===== src/rtl/punct_pkg.sv =====
package punct_pkg;
  localparam int DEF_NPAR   = 3;
  localparam int DEF_MAXPER = 4;
endpackage


===== src/rtl/punct_cfg.sv =====
module punct_cfg #(
  parameter int NPAR   = 3,
  parameter int MAXPER = 4,
  localparam int RW    = 2 * NPAR,
  localparam int PW    = $clog2(MAXPER + 1),
  localparam int MW    = MAXPER * RW,
  localparam int IX    = $clog2(MAXPER)
) (
  input  logic          clk,
  input  logic          rst,
  input  logic          idle,
  input  logic          cfg_we,
  input  logic [PW-1:0] cfg_period,
  input  logic [MW-1:0] cfg_mask,
  input  logic          phase_adv,
  input  logic          phase_clr,
  output logic [RW-1:0] row,
  output logic [PW-1:0] phase
);
  logic [MW-1:0] mask_q;
  logic [PW-1:0] period_q;
  logic [PW-1:0] period_eff;
  logic [RW-1:0] rows [MAXPER];
  localparam logic [RW-1:0] DEF_ROW = RW'(1) | (RW'(1) << NPAR);

  generate
    for (genvar g = 0; g < MAXPER; g++) begin : g_row
      assign rows[g] = mask_q[g*RW +: RW];
    end
  endgenerate

  assign period_eff = (period_q == '0) ? PW'(1) : period_q;
  assign row        = rows[phase[IX-1:0]];

  always_ff @(posedge clk) begin
    if (rst) begin
      mask_q   <= MW'(DEF_ROW);
      period_q <= PW'(1);
      phase    <= '0;
    end else begin
      if (cfg_we && idle) begin
        mask_q   <= cfg_mask;
        period_q <= (cfg_period > PW'(MAXPER)) ? PW'(MAXPER) : cfg_period;
      end
      if (phase_clr)
        phase <= '0;
      else if (phase_adv)
        phase <= (phase + PW'(1) >= period_eff) ? '0 : phase + PW'(1);
    end
  end

  AST_CFG_FROZEN: assert property (@(posedge clk) disable iff (rst)
    !idle |=> ($stable(mask_q) && $stable(period_q)));
  AST_PHASE_RANGE: assert property (@(posedge clk) disable iff (rst)
    phase < period_eff);
  AST_PHASE_CLR: assert property (@(posedge clk) disable iff (rst)
    phase_clr |=> (phase == '0));
endmodule


===== src/rtl/punct_ser.sv =====
module punct_ser #(
  parameter int W  = 7,
  localparam int IW = $clog2(W)
) (
  input  logic         clk,
  input  logic         rst,
  input  logic         load,
  input  logic [W-1:0] ld_data,
  input  logic [W-1:0] ld_keep,
  input  logic         out_ready,
  output logic         out_valid,
  output logic         out_bit,
  output logic         can_take,
  output logic         busy
);
  logic [W-1:0]  data_q;
  logic [W-1:0]  rem_q;
  logic [W-1:0]  rem_after;
  logic [IW-1:0] idx;
  logic          advance;

  always_comb begin
    idx = '0;
    for (int i = W - 1; i >= 0; i--)
      if (rem_q[i]) idx = IW'(i);
  end

  assign advance   = !out_valid || out_ready;
  assign rem_after = (advance && rem_q != '0) ? (rem_q & ~(W'(1) << idx)) : rem_q;
  assign can_take  = (rem_after == '0);
  assign busy      = (rem_q != '0) || out_valid;

  always_ff @(posedge clk) begin
    if (rst) begin
      data_q    <= '0;
      rem_q     <= '0;
      out_valid <= 1'b0;
      out_bit   <= 1'b0;
    end else begin
      if (advance) begin
        out_valid <= (rem_q != '0);
        if (rem_q != '0) out_bit <= data_q[idx];
      end
      if (load) begin
        data_q <= ld_data;
        rem_q  <= ld_keep;
      end else begin
        rem_q  <= rem_after;
      end
    end
  end

  AST_SYS_LEADS: assert property (@(posedge clk) disable iff (rst)
    load |=> rem_q[0]);
  AST_NO_DROP: assert property (@(posedge clk) disable iff (rst)
    (rem_q != '0 && !advance) |=> $stable(rem_q));
endmodule


===== src/rtl/punct_mux.sv =====
module punct_mux
  import punct_pkg::*;
#(
  parameter int NPAR   = DEF_NPAR,
  parameter int MAXPER = DEF_MAXPER,
  localparam int W     = 1 + 2 * NPAR,
  localparam int RW    = 2 * NPAR,
  localparam int PW    = $clog2(MAXPER + 1),
  localparam int MW    = MAXPER * RW
) (
  input  logic            clk,
  input  logic            rst,
  input  logic            cfg_we,
  input  logic [PW-1:0]   cfg_period,
  input  logic [MW-1:0]   cfg_mask,
  input  logic            step_valid,
  output logic            step_ready,
  input  logic            step_sys,
  input  logic [NPAR-1:0] step_par1,
  input  logic [NPAR-1:0] step_par2,
  input  logic            step_tail,
  input  logic            step_last,
  output logic            out_valid,
  input  logic            out_ready,
  output logic            out_bit
);
  logic          accept;
  logic          busy;
  logic          blk_open;
  logic          idle;
  logic [RW-1:0] row;
  logic [PW-1:0] phase;
  logic [W-1:0]  keep;

  assign accept = step_valid && step_ready;
  assign idle   = !busy && !blk_open;
  assign keep   = step_tail ? {W{1'b1}} : {row, 1'b1};

  always_ff @(posedge clk) begin
    if (rst)         blk_open <= 1'b0;
    else if (accept) blk_open <= !step_last;
  end

  punct_cfg #(.NPAR(NPAR), .MAXPER(MAXPER)) i_cfg (
    .clk(clk), .rst(rst), .idle(idle), .cfg_we(cfg_we),
    .cfg_period(cfg_period), .cfg_mask(cfg_mask),
    .phase_adv(accept && !step_tail), .phase_clr(accept && step_last),
    .row(row), .phase(phase)
  );

  punct_ser #(.W(W)) i_ser (
    .clk(clk), .rst(rst), .load(accept),
    .ld_data({step_par2, step_par1, step_sys}), .ld_keep(keep),
    .out_ready(out_ready), .out_valid(out_valid), .out_bit(out_bit),
    .can_take(step_ready), .busy(busy)
  );

  AST_OUT_HOLD: assert property (@(posedge clk) disable iff (rst)
    (out_valid && !out_ready) |=> (out_valid && $stable(out_bit)));
  AST_TAIL_PHASE: assert property (@(posedge clk) disable iff (rst)
    (accept && step_tail && !step_last) |=> $stable(phase));
endmodule


===== config.mk =====
export PLATFORM = sky130hd
export DESIGN_NAME = punct_mux
export DESIGN_NICKNAME = d
export VERILOG_FILES = /design/src/rtl/punct_pkg.sv /design/src/rtl/punct_cfg.sv /design/src/rtl/punct_ser.sv /design/src/rtl/punct_mux.sv
export SDC_FILE = /design/constraint.sdc
export NUM_CORES = 1
export LEC_CHECK = 0
export BUFFER_PORTS_ARGS = -buffer_cell sky130_fd_sc_hd__buf_4
export CORE_MARGIN = 1
export CORE_UTILIZATION = 48
export DETAILED_ROUTE_END_ITERATION = 12
export PLACE_DENSITY = 0.78
export SYNTH_ARGS = -nofsm -noshare
export SYNTH_HDL_FRONTEND = slang
export SYNTH_SLANG_ARGS = --single-unit
export TNS_END_PERCENT = 100

===== constraint.sdc =====
create_clock -name clk -period 2.8 [get_ports clk]
set_input_delay 0.56 -clock clk [delete_from_list [all_inputs] [get_ports clk]]
set_output_delay 0.56 -clock clk [all_outputs]
set_load 0.05 [all_outputs]

==> Word-level counts from Yosys, hierarchy flattened <==
Cells that the tools add are included.
{ "op_classes": {"add_sub_neg": 1, "n_mul": 0, "div": 0, "magnitude_cmp": 4, "n_eq_ne": 0, "n_shift": 1, "mux": 18, "bitwise_logic": 3, "reduce_logical": 18} }
{ "op_table": {"columns": ["cell", "count"], "rows": [
  ["3-bit two-way mux", 10],
  ["7-bit two-way mux", 3],
  ["6-bit binary-select mux with 2-bit select", 1],
  ["6-bit two-way mux", 2],
  ["7-bit bitwise AND", 1],
  ["7-bit zero test", 1],
  ["7-bit inverter", 1],
  ["7-bit nonzero test", 1],
  ["1-bit by 3-bit left shift with 7-bit output (first input constant)", 1],
  ["1-bit logical AND", 6],
  ["1-bit zero test", 5],
  ["3-bit by 4-bit < comparator with 1-bit output (second input constant)", 1],
  ["3-bit by 1-bit adder with 3-bit output (second input constant)", 1],
  ["1-bit binary-select mux with 3-bit select", 1],
  ["3-bit >= comparator", 1],
  ["3-bit >= comparator (second input constant)", 1],
  ["3-bit > comparator (second input constant)", 1],
  ["3-bit zero test", 1],
  ["2-bit inverter with 3-bit output", 1],
  ["1-bit logical OR", 2],
  ["2-bit AND reduction", 1],
  ["2-bit OR reduction", 1],
  ["1-bit two-way mux", 1]
]} }
{ "totals": {"register_bits": 47, "latchBits": 0, "ramBits": 0, "mem_bits_ro": 0, "in_bits": 41, "output_inout_bits": 3, "word_cells": 53, "memories": 0} }

==> Logic depth before layout (Yosys ltp) <==
{ "depth": {"depth_word": 15, "ltp_mapped": 7, "ltp_nobuf": 7} }

==> By module <==
Synthesis repeated with hierarchy kept, for this count alone.
{ "unflattened": {"cells_unflattened": 262, "area_unflattened_um2": 2268.4} }
{ "modules_own_cells": {"columns": ["module", "n_inst", "cells_per_inst", "area_per_inst_um2", "seq_area_each_um2"], "rows": [
  ["punct_cfg", 1, 153, 1358.8, 600.6],
  ["punct_ser", 1, 95, 797.0, 320.3],
  ["punct_mux", 1, 14, 112.6, 20.0]
]} }

==> Least setup slack after synthesis <==
OpenSTA, ideal clock, no wires.
{ "synth_path": {"kind": "in2out", "startpoint": "input out_ready", "endpoint": "output step_ready", "arrival_time_ns": 1.885, "required_time_ns": 2.240, "setup_slack_ns": 0.355, "stages": 5, "n_path_buf": 1, "cell_sequence": "nand2b_1 nand3_2 a2bb2oi_1 buf_2 nor2_1"} }
{ "synth_via": {"elab_chain_cells": 4} }
{ "synth_rtl": {"columns": ["item", "line", "source"], "rows": [
  ["start: declaration", "punct_mux.sv:24", "input logic out_ready,"],
  ["1-bit logical OR", "punct_ser.sv:28", "assign advance = !out_valid || out_ready;"],
  ["1-bit logical AND", "punct_ser.sv:29", "assign rem_after = (advance && rem_q != '0) ? (rem_q & ~(W'(1) << idx)) : rem_q;"],
  ["7-bit two-way mux", "punct_ser.sv:29", null],
  ["7-bit zero test", "punct_ser.sv:30", "assign can_take = (rem_after == '0);"],
  ["end: declaration", "punct_mux.sv:17", "output logic step_ready,"]
]} }
Every way passes these cells.

==> Worst setup path in the final report <==
{ "layout_path": {"startpoint": "register i_ser.out_valid", "endpoint": "output step_ready"} }
{ "layout_via": {"elab_chain_cells": 5} }
{ "layout_rtl": {"columns": ["item", "line", "source"], "rows": [
  ["start: declaration", "punct_ser.sv:11", "output logic out_valid,"],
  ["start signal: assignment", "punct_ser.sv:41", "out_valid <= (rem_q != '0);"],
  ["1-bit zero test", "punct_ser.sv:28", null],
  ["1-bit logical OR", "punct_ser.sv:28", null],
  ["1-bit logical AND", "punct_ser.sv:29", null],
  ["7-bit two-way mux", "punct_ser.sv:29", null],
  ["7-bit zero test", "punct_ser.sv:30", null]
]} }
Every way passes these cells.

==> results.sh <==
export IMPL_cpMaxStageDelayCell="dfxtp_1"
export IMPL_grt_pass1_wl_mm=7.73
export IMPL_critPathCaptureType="output port"
export IMPL_min_period_ps=2290
export IMPL_die_area_sq_mm=0.00473
export IMPL_setup_tns_final_ps=0
export IMPL_areaGrowthSynthToFinish_pct=22.0
export IMPL_ys_types=39
export IMPL_crit_required_ps=2240
export IMPL_tightest_slew_ps=526
export IMPL_grt_max_degree=48
export IMPL_ioPinCount=44
export IMPL_final_max_slew_viol_count=0
export IMPL_synthCells=251
export IMPL_port_buffers=43
export IMPL_die_x_um=68.8
export IMPL_place_congestion=0.824
export IMPL_crit_arrival_ps=1730
export IMPL_postLayoutSetupSlackWorst_ps=505
export IMPL_hold_buffers=0
export IMPL_sw_frac_of_total=0.355
export IMPL_seq_area_sq_um=941
export IMPL_final_nets=339
export IMPL_layout_common_cells="nand2_1 (57), buf_4 (51), dfxtp_1 (47)"
export IMPL_postPlaceCellArea_sq_mm=0.00252
export IMPL_gr_usage_all_layers=0.225
export IMPL_status="finished clean"
export IMPL_post_cts_buffers=0
export IMPL_place_ws_ps=544
export IMPL_post_route_period_util=0.820
export IMPL_skew_ps=4.31
export IMPL_drcViolationCount=0
export IMPL_ys_warnings_count=0
export IMPL_ir_worst_vdd_v=0.000319
export IMPL_ys_flop_type="dfxtp_1"
export IMPL_pwr_share_clk=0.215
export IMPL_async_flop_share=0
export IMPL_worstSetupPathType="reg2out"
export IMPL_cts_buffers_inserted=5
export IMPL_r2r_start="i_cfg.phase[0]$_SDFFE_PP0P_"
export IMPL_cts_root_buf="clkbuf_8"
export IMPL_h_tree_depth=2
export IMPL_grt_overflow_total=0
export IMPL_dr_pass1_iters=4
export IMPL_crit_path_end="step_ready"
export IMPL_detail_route_wl_per_cell_um=14.0
export IMPL_reg2reg_depth=6
export IMPL_initial_core_util=0.517
export IMPL_clock_path_buffers=2
export IMPL_stdcell_count=344
export IMPL_setup_viol=0
export IMPL_max_freq_mhz=436
export IMPL_critPathLaunch="i_ser.out_valid$_SDFFE_PP0N_"
export IMPL_core_area_sq_mm=0.00414
export IMPL_synth_seq_cells=47
export IMPL_grt_pass1_vias=1821
export IMPL_crit_top_cell="buf_4"
export IMPL_diodes=0
export IMPL_rsz0062_at_grt="no"
export IMPL_drv_cap=0
export IMPL_netlist_top_cells_area="dfxtp_1 (44%), a21oi_1 (10%), nand2_1 (10%)"
export IMPL_via_per_inst=5.72
export IMPL_cts_resized=0
export IMPL_synth_edf_count=0
export IMPL_slowest_delay_ps=400
export IMPL_vias=1966
export IMPL_finalWirelength_mm=4.82
export IMPL_whs_ps=455
export IMPL_syn_avg_cell_area_sq_um=8.53
export IMPL_power_density_mw_per_mm2=728
export IMPL_critPathMaxFanout=9
export IMPL_switching_power_uw=675
export IMPL_tritoncts="yes"
export IMPL_fill_cells=390
export IMPL_power_frac_seq=0.442
export IMPL_relSlewSlack=0.649
export IMPL_fp_dieH_um=68.8
export IMPL_first_iter_violations=98
export IMPL_path_cells="nor2b_1 -> o21ai_1 -> a2bb2oi_1 -> buf_4 -> nor2_1 -> buf_4"
export IMPL_yosysTopAreaCell="dfxtp_1"
export IMPL_start_kind="register"
export IMPL_min_path_type="reg2reg"
export IMPL_clkTransAtPathRegs_ps=80
export IMPL_power_share_combinational=0.343
export IMPL_rrSetupSlack_ps=630
export IMPL_synth_area_sq_mm=0.00214
export IMPL_r2r_end="i_cfg.phase[0]$_SDFFE_PP0P_"
export IMPL_synth_nets=296
export IMPL_rows=23
export IMPL_stdcell_area_sq_mm=0.00261
export IMPL_synth_seq_area_share=0.439
export IMPL_insertion_delay_ps=300
export IMPL_multi_input_area_sq_mm=0.00113
export IMPL_antenna_left=0
export IMPL_finalHoldViolCount=0
export IMPL_final_common_cell="nand2_1"
export IMPL_hpwl_mm=3.51
export IMPL_p_int_mw=1.23
export IMPL_antenna_found_initial=0
export IMPL_drive_gt1_frac=0.241
export IMPL_power_leakage_nw=0.991
export IMPL_placed_cells=337
export IMPL_cts_sinks=47
export IMPL_synth_top_area_share=0.439
-- worst max-delay path, delay by kind of cell, from the launching register on --
kind            cells  cell delay (ps)
compound gates      2              350
buf+inv             2              370
flops               1              400
simple gates        2              310
-- Yosys cell counts (2+ instances only) --
cell,instances
nand2_1,57
dfxtp_1,47
a21oi_1,43
o21ai_0,12
clkbuf_1,10
nand3_1,8
mux4_2,6
o211ai_1,6
buf_2,5
nor2_1,5
a211oi_1,4
ha_1,4
nand3b_1,4
nor2b_1,4
o21ai_1,3
o31ai_1,3
a221oi_1,2
and3_1,2
inv_1,2
nand2b_1,2
nor2_2,2
nor3_1,2
o21a_1,2
-- stage by stage --
step	utilization	power (mW)
after floorplan	-	1.28
after global placement	0.609	1.49
after detailed placement	0.609	1.51
after CTS	0.630	1.91
after global routing	0.630	2.02
final	0.630	1.90
-- layer usage --
layer  vias to the layer above  track usage  routed length (um)
li1                        983            -                   -
met1                       904        0.253                2040
met2                        64        0.392                2390
met3                        15       0.0625                 253
met4                         0        0.102                 130
met5                         -            0                   0
-- sequential cells by signal, indices dropped and copies added, names as in the netlist --
register / flops
i_cfg.mask_q: 24
i_ser.data_q: 7
i_ser.rem_q: 7
i_cfg.period_q: 3
i_cfg.phase: 3
blk_open: 1
i_ser.out_bit: 1
i_ser.out_valid: 1
-- power by group through the flow --
stage,Clock [mW],Combinational [mW],Sequential (mW)
final,0.409,0.652,0.841
after global routing,0.446,0.720,0.854
after CTS,0.422,0.651,0.841
after detailed placement,0,0.649,0.857
after global placement,0,0.638,0.852
after floorplan,0,0.421,0.862
-- cell type report --
class                      instances  share of cell area
clock buffer                       6              0.0316
multi-input combinational        187               0.433
timing repair buffer              51               0.147
clock inverter                     1             0.00192
inverter                           2             0.00287
tap                               50              0.0239
sequential                        47               0.360
-- worst min-delay path by stage --
stage / startpoint / endpoint / slack (ps) / cells after the start
2_1_floorplan: i_cfg.period_q[0]$_SDFFE_PP1P_ / i_cfg.period_q[0]$_SDFFE_PP1P_ / 430 / 1
3_3_place_gp: i_cfg.mask_q[8]$_SDFFE_PP0P_ / i_cfg.mask_q[8]$_SDFFE_PP0P_ / 440 / 2
3_5_place_dp: i_cfg.mask_q[22]$_SDFFE_PP0P_ / i_cfg.mask_q[22]$_SDFFE_PP0P_ / 450 / 2
4_1_cts: cfg_mask[3] / i_cfg.mask_q[3]$_SDFFE_PP1P_ / 460 / 3
5_1_grt: step_last / i_cfg.phase[0]$_SDFFE_PP0P_ / 470 / 2
6_report: i_cfg.mask_q[1]$_SDFFE_PP0P_ / i_cfg.mask_q[1]$_SDFFE_PP0P_ / 460 / 2
-- logic make-up (layout without fill, tap and decap cells) --
group | Yosys count | in the layout | share of synthesized area
AOI/OAI and AO/OA | 83 | 83 | 0.230
xor gates and xnor gates | 1 | 1 | 0.00409
adders and majority gates | 5 | 5 | 0.0286
buffers and inverters | 17 | 60 | 0.0327
DFF | 47 | 47 | 0.439
muxes | 6 | 6 | 0.0631
and+or+nand+nor | 92 | 92 | 0.202
Note: power is estimated with default switching activity, not from simulation.
